<file path="config.mk">
export PLATFORM = sky130hd
export DESIGN_NAME = nsc_sub_unit
export DESIGN_NICKNAME = d
export VERILOG_FILES = /design/src/rtl/nsc_pkg.sv /design/src/rtl/nsc_decode.sv /design/src/rtl/nsc_alu.sv /design/src/rtl/nsc_index.sv /design/src/rtl/nsc_sub_unit.sv
export SDC_FILE = /design/constraint.sdc
export NUM_CORES = 1
export LEC_CHECK = 0
export BUFFER_PORTS_ARGS = -buffer_cell sky130_fd_sc_hd__clkbuf_2
export CORE_ASPECT_RATIO = 1.5
export CORE_MARGIN = 1
export CORE_UTILIZATION = 35
export CTS_BUF_LIST = sky130_fd_sc_hd__clkbuf_2
export CTS_CLUSTER_DIAMETER = 60
export CTS_CLUSTER_SIZE = 24
export DETAILED_ROUTE_END_ITERATION = 10
export GPL_ROUTABILITY_DRIVEN = 0
export PLACE_DENSITY_LB_ADDON = 0.3
export SYNTH_ARGS = -nofsm -noshare
export SYNTH_HDL_FRONTEND = slang
export SYNTH_HIERARCHICAL = 1
export SYNTH_SLANG_ARGS = --single-unit
</file>
<file path="constraint.sdc">
create_clock -name clk -period 5.7 [get_ports clk]
set_clock_uncertainty 0.05 [all_clocks]
set_input_delay 0.855 -clock clk [delete_from_list [all_inputs] [get_ports clk]]
set_output_delay 0.855 -clock clk [all_outputs]
set_load 0.005 [all_outputs]
</file>
<file path="src/rtl/nsc_pkg.sv">
package nsc_pkg;

    localparam int INSN_W = 13;
    localparam int NIB_W  = 4;

    localparam logic [5:0] PFX_SUB = 6'b110000;
    localparam logic [5:0] PFX_SBC = 6'b110001;
    localparam logic [5:0] PFX_CMP = 6'b111100;

    typedef logic [NIB_W-1:0] nib_t;

    typedef enum logic [1:0] {OP_SUB, OP_SBC, OP_CMP, OP_NONE} op_e;
    typedef enum logic [1:0] {DST_A, DST_B, DST_MEM} dst_e;
    typedef enum logic [1:0] {SRC_A, SRC_B, SRC_IMM, SRC_MEM} src_e;

    typedef struct packed {
        logic legal;
        op_e  op;
        dst_e dst;
        src_e src;
        logic use_y;
        logic inc;
        nib_t imm;
    } uop_t;

    // Borrow in the top bit, 4-bit difference below it.
    function automatic logic [NIB_W:0] nib_sub(nib_t a, nib_t b, logic cin);
        return {1'b0, a} - {1'b0, b} - {{NIB_W{1'b0}}, cin};
    endfunction

    function automatic uop_t decode(logic [INSN_W-1:0] w);
        uop_t u;
        logic is_sub;
        logic is_cmp;
        u       = '0;
        u.op    = OP_NONE;
        u.dst   = DST_A;
        u.src   = SRC_A;
        u.imm   = w[NIB_W-1:0];
        case (w[12:7])
            PFX_SUB: u.op = OP_SUB;
            PFX_SBC: u.op = OP_SBC;
            PFX_CMP: u.op = OP_CMP;
            default: u.op = OP_NONE;
        endcase
        is_sub = (u.op == OP_SUB);
        is_cmp = (u.op == OP_CMP);
        if (u.op != OP_NONE) begin
            if (!w[6]) begin
                // immediate into memory
                u.dst   = DST_MEM;
                u.src   = SRC_IMM;
                u.use_y = w[5];
                u.inc   = w[4];
                u.legal = !is_cmp;
            end else if (!w[5]) begin
                // immediate into accumulator
                u.dst   = w[4] ? DST_B : DST_A;
                u.src   = SRC_IMM;
                u.legal = w[4] || !is_sub;
            end else if (!w[4]) begin
                u.use_y = w[1];
                u.inc   = w[0];
                if (!w[3]) begin
                    u.dst   = w[2] ? DST_B : DST_A;
                    u.src   = SRC_MEM;
                    u.legal = w[2] || !is_sub;
                end else begin
                    u.dst   = DST_MEM;
                    u.src   = w[2] ? SRC_B : SRC_A;
                    u.legal = !is_cmp;
                end
            end else begin
                u.dst = w[2] ? DST_B : DST_A;
                u.src = w[1] ? SRC_B : SRC_A;
                if (is_cmp) u.legal = !w[0];
                else        u.legal = !w[3] && (w[2] || !is_sub);
            end
        end
        if (!u.legal) u.inc = 1'b0;
        return u;
    endfunction

endpackage

</file>
<file path="src/rtl/nsc_decode.sv">
module nsc_decode
    import nsc_pkg::*;
(
    input  logic [INSN_W-1:0] insn,
    output uop_t              uop
);
    always_comb uop = decode(insn);
endmodule

</file>
<file path="src/rtl/nsc_alu.sv">
module nsc_alu
    import nsc_pkg::*;
(
    input  nib_t minuend,
    input  nib_t subtrahend,
    input  logic borrow_in,
    output nib_t diff,
    output logic borrow_out,
    output logic zero
);
    logic [NIB_W:0] full;
    always_comb begin
        full       = nib_sub(minuend, subtrahend, borrow_in);
        diff       = full[NIB_W-1:0];
        borrow_out = full[NIB_W];
        zero       = (full[NIB_W-1:0] == '0);
    end
endmodule

</file>
<file path="src/rtl/nsc_index.sv">
module nsc_index #(
    parameter int               IDX_W   = 8,
    parameter logic [IDX_W-1:0] RST_VAL = '0
) (
    input  logic             clk,
    input  logic             rst,
    input  logic             step,
    output logic [IDX_W-1:0] q
);
    always_ff @(posedge clk) begin
        if (rst)       q <= RST_VAL;
        else if (step) q <= q + IDX_W'(1);
    end
endmodule

</file>
<file path="src/rtl/nsc_sub_unit.sv">
module nsc_sub_unit
    import nsc_pkg::*;
#(
    parameter int               IDX_W = 8,
    parameter logic [IDX_W-1:0] X_RST = '0,
    parameter logic [IDX_W-1:0] Y_RST = {1'b1, {(IDX_W-1){1'b0}}}
) (
    input  logic              clk,
    input  logic              rst,
    input  logic              instr_valid,
    input  logic [INSN_W-1:0] instr,
    input  logic              ext_set,
    input  logic [NIB_W-1:0]  mem_rdata,
    output logic [IDX_W-1:0]  mem_addr,
    output logic              mem_we,
    output logic [NIB_W-1:0]  mem_wdata,
    output logic              busy,
    output logic              illegal,
    output logic              ext_imm_err,
    output logic [NIB_W-1:0]  acc_a,
    output logic [NIB_W-1:0]  acc_b,
    output logic [IDX_W-1:0]  idx_x,
    output logic [IDX_W-1:0]  idx_y,
    output logic              flag_c,
    output logic              flag_z,
    output logic              flag_e
);
    localparam int N_IDX = 2;

    typedef struct packed {
        logic [IDX_W-1:0] addr;
        nib_t             res;
        logic             c;
        logic             z;
        logic             use_y;
        logic             inc;
    } wb_t;

    uop_t             uop;
    wb_t              wb_q;
    logic             busy_q;
    nib_t             acc_a_q, acc_b_q;
    logic             c_q, z_q, e_q;
    logic             accept, go, reg_commit, mem_go, wr_acc, cmp_go;
    logic [IDX_W-1:0] idx_q [N_IDX];
    logic [N_IDX-1:0] idx_step;
    logic [IDX_W-1:0] idx_cur;
    nib_t             opd_d, opd_s, alu_diff;
    logic             cin, alu_c, alu_z;

    nsc_decode u_dec (.insn(instr), .uop(uop));

    assign accept     = instr_valid && !busy_q;
    assign go         = accept && uop.legal;
    assign reg_commit = go && (uop.dst != DST_MEM);
    assign mem_go     = go && (uop.dst == DST_MEM);
    assign wr_acc     = reg_commit && (uop.op != OP_CMP);
    assign cmp_go     = go && (uop.op == OP_CMP);

    generate
        for (genvar g = 0; g < N_IDX; g++) begin : g_idx
            localparam logic SEL = 1'(g);
            assign idx_step[g] =
                (reg_commit && (uop.src == SRC_MEM) && uop.inc && (uop.use_y == SEL)) ||
                (busy_q && wb_q.inc && (wb_q.use_y == SEL));
            nsc_index #(
                .IDX_W  (IDX_W),
                .RST_VAL((g == 0) ? X_RST : Y_RST)
            ) u_idx (
                .clk (clk),
                .rst (rst),
                .step(idx_step[g]),
                .q   (idx_q[g])
            );
        end
    endgenerate

    assign idx_cur  = uop.use_y ? idx_q[1] : idx_q[0];
    assign mem_addr = busy_q ? wb_q.addr : idx_cur;

    always_comb begin
        case (uop.dst)
            DST_A:   opd_d = acc_a_q;
            DST_B:   opd_d = acc_b_q;
            default: opd_d = mem_rdata;
        endcase
        case (uop.src)
            SRC_A:   opd_s = acc_a_q;
            SRC_B:   opd_s = acc_b_q;
            SRC_IMM: opd_s = uop.imm;
            default: opd_s = mem_rdata;
        endcase
    end

    assign cin = (uop.op == OP_SBC) && c_q;

    nsc_alu u_alu (
        .minuend   (opd_d),
        .subtrahend(opd_s),
        .borrow_in (cin),
        .diff      (alu_diff),
        .borrow_out(alu_c),
        .zero      (alu_z)
    );

    always_ff @(posedge clk) begin
        if (rst) begin
            acc_a_q <= '0;
            acc_b_q <= '0;
            c_q     <= 1'b0;
            z_q     <= 1'b0;
            e_q     <= 1'b0;
            busy_q  <= 1'b0;
            wb_q    <= '0;
        end else begin
            if (wr_acc && uop.dst == DST_A) acc_a_q <= alu_diff;
            if (wr_acc && uop.dst == DST_B) acc_b_q <= alu_diff;
            if (reg_commit) begin
                c_q <= alu_c;
                z_q <= alu_z;
            end else if (busy_q) begin
                c_q <= wb_q.c;
                z_q <= wb_q.z;
            end
            if (reg_commit || busy_q) e_q <= 1'b0;
            else if (ext_set)         e_q <= 1'b1;
            busy_q <= mem_go;
            if (mem_go) begin
                wb_q <= '{addr: idx_cur, res: alu_diff, c: alu_c, z: alu_z,
                          use_y: uop.use_y, inc: uop.inc};
            end
        end
    end

    assign mem_we      = busy_q;
    assign mem_wdata   = wb_q.res;
    assign busy        = busy_q;
    assign illegal     = accept && !uop.legal;
    assign ext_imm_err = go && (uop.src == SRC_IMM) && e_q;
    assign acc_a       = acc_a_q;
    assign acc_b       = acc_b_q;
    assign idx_x       = idx_q[0];
    assign idx_y       = idx_q[1];
    assign flag_c      = c_q;
    assign flag_z      = z_q;
    assign flag_e      = e_q;

endmodule

</file>
---- Word-level counts from Yosys, hierarchy flattened ----
Cells that the tools add are included.
storage, ports and cells
  flip-flop bits (word level) ............. 44
  bits of input ports ..................... 21
  output and inout bits ................... 43
  word-level logic and storage cells ...... 95
operators by class
  add/sub/neg operators ................... 4
  equal/unequal tests ..................... 13
  mux-type cells .......................... 26
  bitwise operators ....................... 2
  reduce and logical (&&, ||, !) cells .... 36
operators with widths
  cell                                                             count
  1-bit logical AND                                                19
  6-bit == test, second input constant                             3
  8-bit by 1-bit adder with 8-bit output, second input constant    2
  8-bit 2-to-1 mux                                                 2
  1-bit 2-to-1 mux                                                 14
  4-bit 2-to-1 mux                                                 3
  6-bit 2-to-1 mux                                                 2
  4-bit case mux with 3 select lines                               1
  2-bit == test, second input constant                             4
  4-bit case mux with 2 select lines                               1
  2-bit by 1-bit == test with 1-bit output, second input constant  3
  1-bit logical NOT                                                6
  2-bit logical NOT                                                3
  2-bit inequality test, second input constant                     3
  2-bit case mux with 3 select lines                               1
  1-bit logical OR                                                 5
  4-bit by 4-bit subtractor with 5-bit output                      1
  5-bit by 1-bit subtractor with 5-bit output                      1
  4-bit logical NOT                                                1
  2-bit 2-to-1 mux                                                 2
  1-bit inverter                                                   2
  2-bit nonzero test                                               1
  2-bit OR reduction                                               1

---- Logic depth before layout (Yosys ltp) ----
  depth after elaboration ................. 17
  gate-level depth with buffers ........... 15
  mapped depth without buffers ............ 14

---- Modules after synthesis ----
Netlist, hierarchy kept.
modules (own cells, without submodules)
  module                      instances  cells an instance  area an instance (µm²)  seq. area each (µm²)
  nsc_sub_unit                1          178                1619.1                  560.5
  nsc_index (g_idx[1].u_idx)  1          37                 341.6                   160.2
  nsc_index (g_idx[0].u_idx)  1          37                 339.1                   160.2
  nsc_decode                  1          45                 266.5                   0.0
  nsc_alu                     1          30                 234.0                   0.0

---- Worst setup path after synthesis ----
OpenSTA, ideal clock, no wires.
  path kind ............................... in2reg
  start ................................... input instr[4]
  end ..................................... register z_q, in the netlist flag_z
  arrival time ............................ 4201 ps
  required time ........................... 5564 ps
  setup slack ............................. 1363 ps
  stages on the path ...................... 12
  buffers on the path ..................... 1
  path through ............................ buf_2 or2_2 a31oi_1 mux4_2 inv_1 fa_1 ha_1 o21a_1 or3_1 a2111oi_1 nor3_1 a211oi_1
RTL lines
  what                  RTL line             RTL
  start, declared       nsc_sub_unit.sv:11   input logic [INSN_W-1:0] instr,
  end signal, assigned  nsc_sub_unit.sv:120  z_q <= alu_z;
  end signal, assigned  nsc_sub_unit.sv:123  z_q <= wb_q.z;
  end, declared         nsc_sub_unit.sv:43   logic c_q, z_q, e_q;

==> impl_metrics.toml <==
[cts]
cts_buffers = 5
root_buffer = "clkbuf_2"
ctsHoldBuffers = 0
clk_pin_slew_ns = 0.21
clock_latency_ns = 0.42
htree_levels = 2
cts_tree = "yes"
cts_setup_buffers = 0
cts_resized = 0
cts_buffer_depth = 2
cts.sink_count = 44

[setup_path]
r2r_end = "flag_z"
r2r_slack_ns = 2.66
crit_path_end_kind = "flip-flop"
cp_max_fo = 7
critPathKind = "input pin to flip-flop"
r2r_start = "acc_b[0]"
worstPathArrival_ns = 4.61
ff2ff_path_depth = 9
crit_required_ns = 5.97
startpoint_type = "input pin"

[timing]
setup_viol = 0
slew_violations = 0
fmax_mhz = 230.8
rsz0062_at_grt = "false"
period_needed_ns = 4.333
worst_pin_slew_ns = 0.9268
maxSlewHeadroom = 0.3821
fin_crit_sh = 0.7601
finalSetupTns_ns = 0
timing.hold.ws_ns = 0.4429
hold_violations = 0

[flow_run]
drv_cap = 0

[hold_path]
whs_endpoint = "mem_wdata[1]"
min_path_type = "flip-flop to flip-flop"
min_path_cells = 2
min_from = "mem_wdata[1]"

[cells_and_area]
final_common_cell = "clkbuf_2"
antenna_cells = 0
nets = 401
drive_gt1_frac = 0.2776
fillers = 798
final_cell_mix = "clkbuf_2 (68), dfxtp_1 (44), a21oi_1 (25), nor3_1 (25), o21ai_0 (20)"
syn2layout_area_growth_pct = 13.09

[global_route]
grtUsageTotal = 0.1792
antenna_found_initial = 0
grt_max_degree = 49
grt_pass1_wl_um = 11700
grt_pass1_vias = 2403
gr-total-overflow = 0

[synthesis]
synthCells = 327
synth.net_count = 358
synth_edf_count = 0
yosysWarningCount = 6
avgSynthCellArea_um2 = 8.563
yosysUniqueCellTypes = 48
seq_area_frac_synth = 0.3146
yosys_most_used_dff = "dfxtp_1"
synthArstFlopShare = 0
netlist_area_um2 = 2800
synth-seq-cells = 44

[detailed_routing]
num_vias = 2502
wl_per_cell_um = 15.27
drt-initial-drc-count = 97
dr.pass1.iters = 4
ant_nets = 0
routed_wl_um = 7221
vias_per_cell = 5.290
drc = 0

[die]
die_x_um = 75.03
core_um2 = 7661
io_pins = 64
rows = 39
start_util = 0.3655
die_area_um2 = 8370
die_h_um = 111.6

[power]
irDropWorstVdd_v = 0.0001111
leakage_nw = 1.289
powerDensity_nw_per_um2 = 168.5

[placement]
dp.final_hpwl_um = 5288
io_buffer_count = 63

[run_status]
outcome = "complete, no violations"
-- how the worst max path moves through the flow --
stage	from	to
floorplan	instr[4]	flag_z
global placement	instr[10]	flag_z
finish	instr[10]	flag_z
global route	instr[10]	flag_z
CTS	instr[10]	flag_z
detailed placement	instr[10]	flag_z
-- metrics by stage --
| stage | power, W | utilization | cell area [um^2] | instances | worst slack [ns] |
|---|---|---|---|---|---|
| finish | 0.0005336 | 0.4134 | 3167 | 473 | 1.367 |
| global route | 0.0005573 | 0.4134 | 3167 | 473 | 1.124 |
| CTS | 0.0005408 | 0.4134 | 3167 | 473 | 1.390 |
| detailed placement | 0.0003607 | 0.4045 | 3099 | 465 | 0.9158 |
| global placement | 0.0003606 | 0.4045 | 3099 | 465 | 1.080 |
| floorplan | 0.0003457 | - | 2800 | 327 | 1.363 |
-- critical path, stage by stage --
cell and delay, ns:
clkbuf_2 0.10, nor2_1 0.19, o21ai_1 0.21, a211oi_1 0.75, mux4_2 0.35, inv_1 0.06
fa_1 0.55, inv_1 0.05, ha_1 0.17, o21a_1 0.19, or3_1 0.31, a2111oi_1 0.49
nor3_1 0.11, a211oi_1 0.22
-- synthesized netlist by cell type (4+ instances only) --
cell type   n  area (um^2)
nor3_1     25        125.1
mux2i_1    16        160.2
nand2b_1   16        100.1
o21ai_0    20        100.1
clkbuf_1    8        30.03
a21oi_1    25        125.1
mux4_2      4        90.09
xor2_1      8        70.07
dfxtp_1    44        880.8
nand2_1    15        56.30
or3_1       6        37.54
buf_4      12        90.09
mux2_2     17        191.4
inv_1      14        52.55
ha_1        8        100.1
a211oi_1    5        37.54
nand4_1     4        25.02
nor2_1     16        60.06
buf_2       8        40.04
nand3_1    16        80.08
-- state kept, by name, indices dropped and copies added, names as in the netlist --
name           cells
flag_e             1
acc_b              4
acc_a              4
wb_q              12
mem_wdata          4
busy               1
flag_z             1
g_idx.u_idx/q     16
flag_c             1
-- area by class of cell --
class / count / area [um^2] / area share
Timing Repair Buffer: 69 / 360.3 / 0.1138
Sequential cell: 44 / 880.8 / 0.2782
Clock inverter: 3 / 42.54 / 0.01343
Clock buffer: 5 / 25.02 / 0.007902
Multi-Input combinational cell: 236 / 1678 / 0.5298
Inverter: 14 / 52.55 / 0.01659
Tap cell: 102 / 127.6 / 0.04030
-- routing by layer --
| metal | routed length [um] | up-vias | GRT usage | share of wire |
|---|---|---|---|---|
| met5 | 0 | - | 0 | 0 |
| met2 | 3779 | 57 | 0.3225 | 0.52 |
| met4 | 124 | 0 | 0.05157 | 0.017 |
| li1 | - | 1234 | - | - |
| met1 | 3105 | 1202 | 0.2114 | 0.43 |
| met3 | 212 | 9 | 0.02805 | 0.029 |
-- report_power, final --
group / leakage, nW / switching [W] / internal [W]
clock network: 0.0406 / 0.000105 / 0.0000736
registers: 0.355 / 0.000000914 / 0.000309
logic: 0.894 / 0.0000273 / 0.0000177
total: 1.29 / 0.000133 / 0.000401
-- cell families (layout without fill, tap and decap cells) --
family | after synthesis | in the layout | synth area share
and+or+nand+nor | 117 | 117 | 0.2346
xor gates and xnor gates | 11 | 11 | 0.03441
AOI/OAI and AO/OA | 61 | 61 | 0.1224
muxes | 37 | 37 | 0.1577
adders and majority gates | 10 | 10 | 0.05005
buffers and inverters | 47 | 91 | 0.08624
DFF | 44 | 44 | 0.3146
Power figures use the tool's default switching activity.
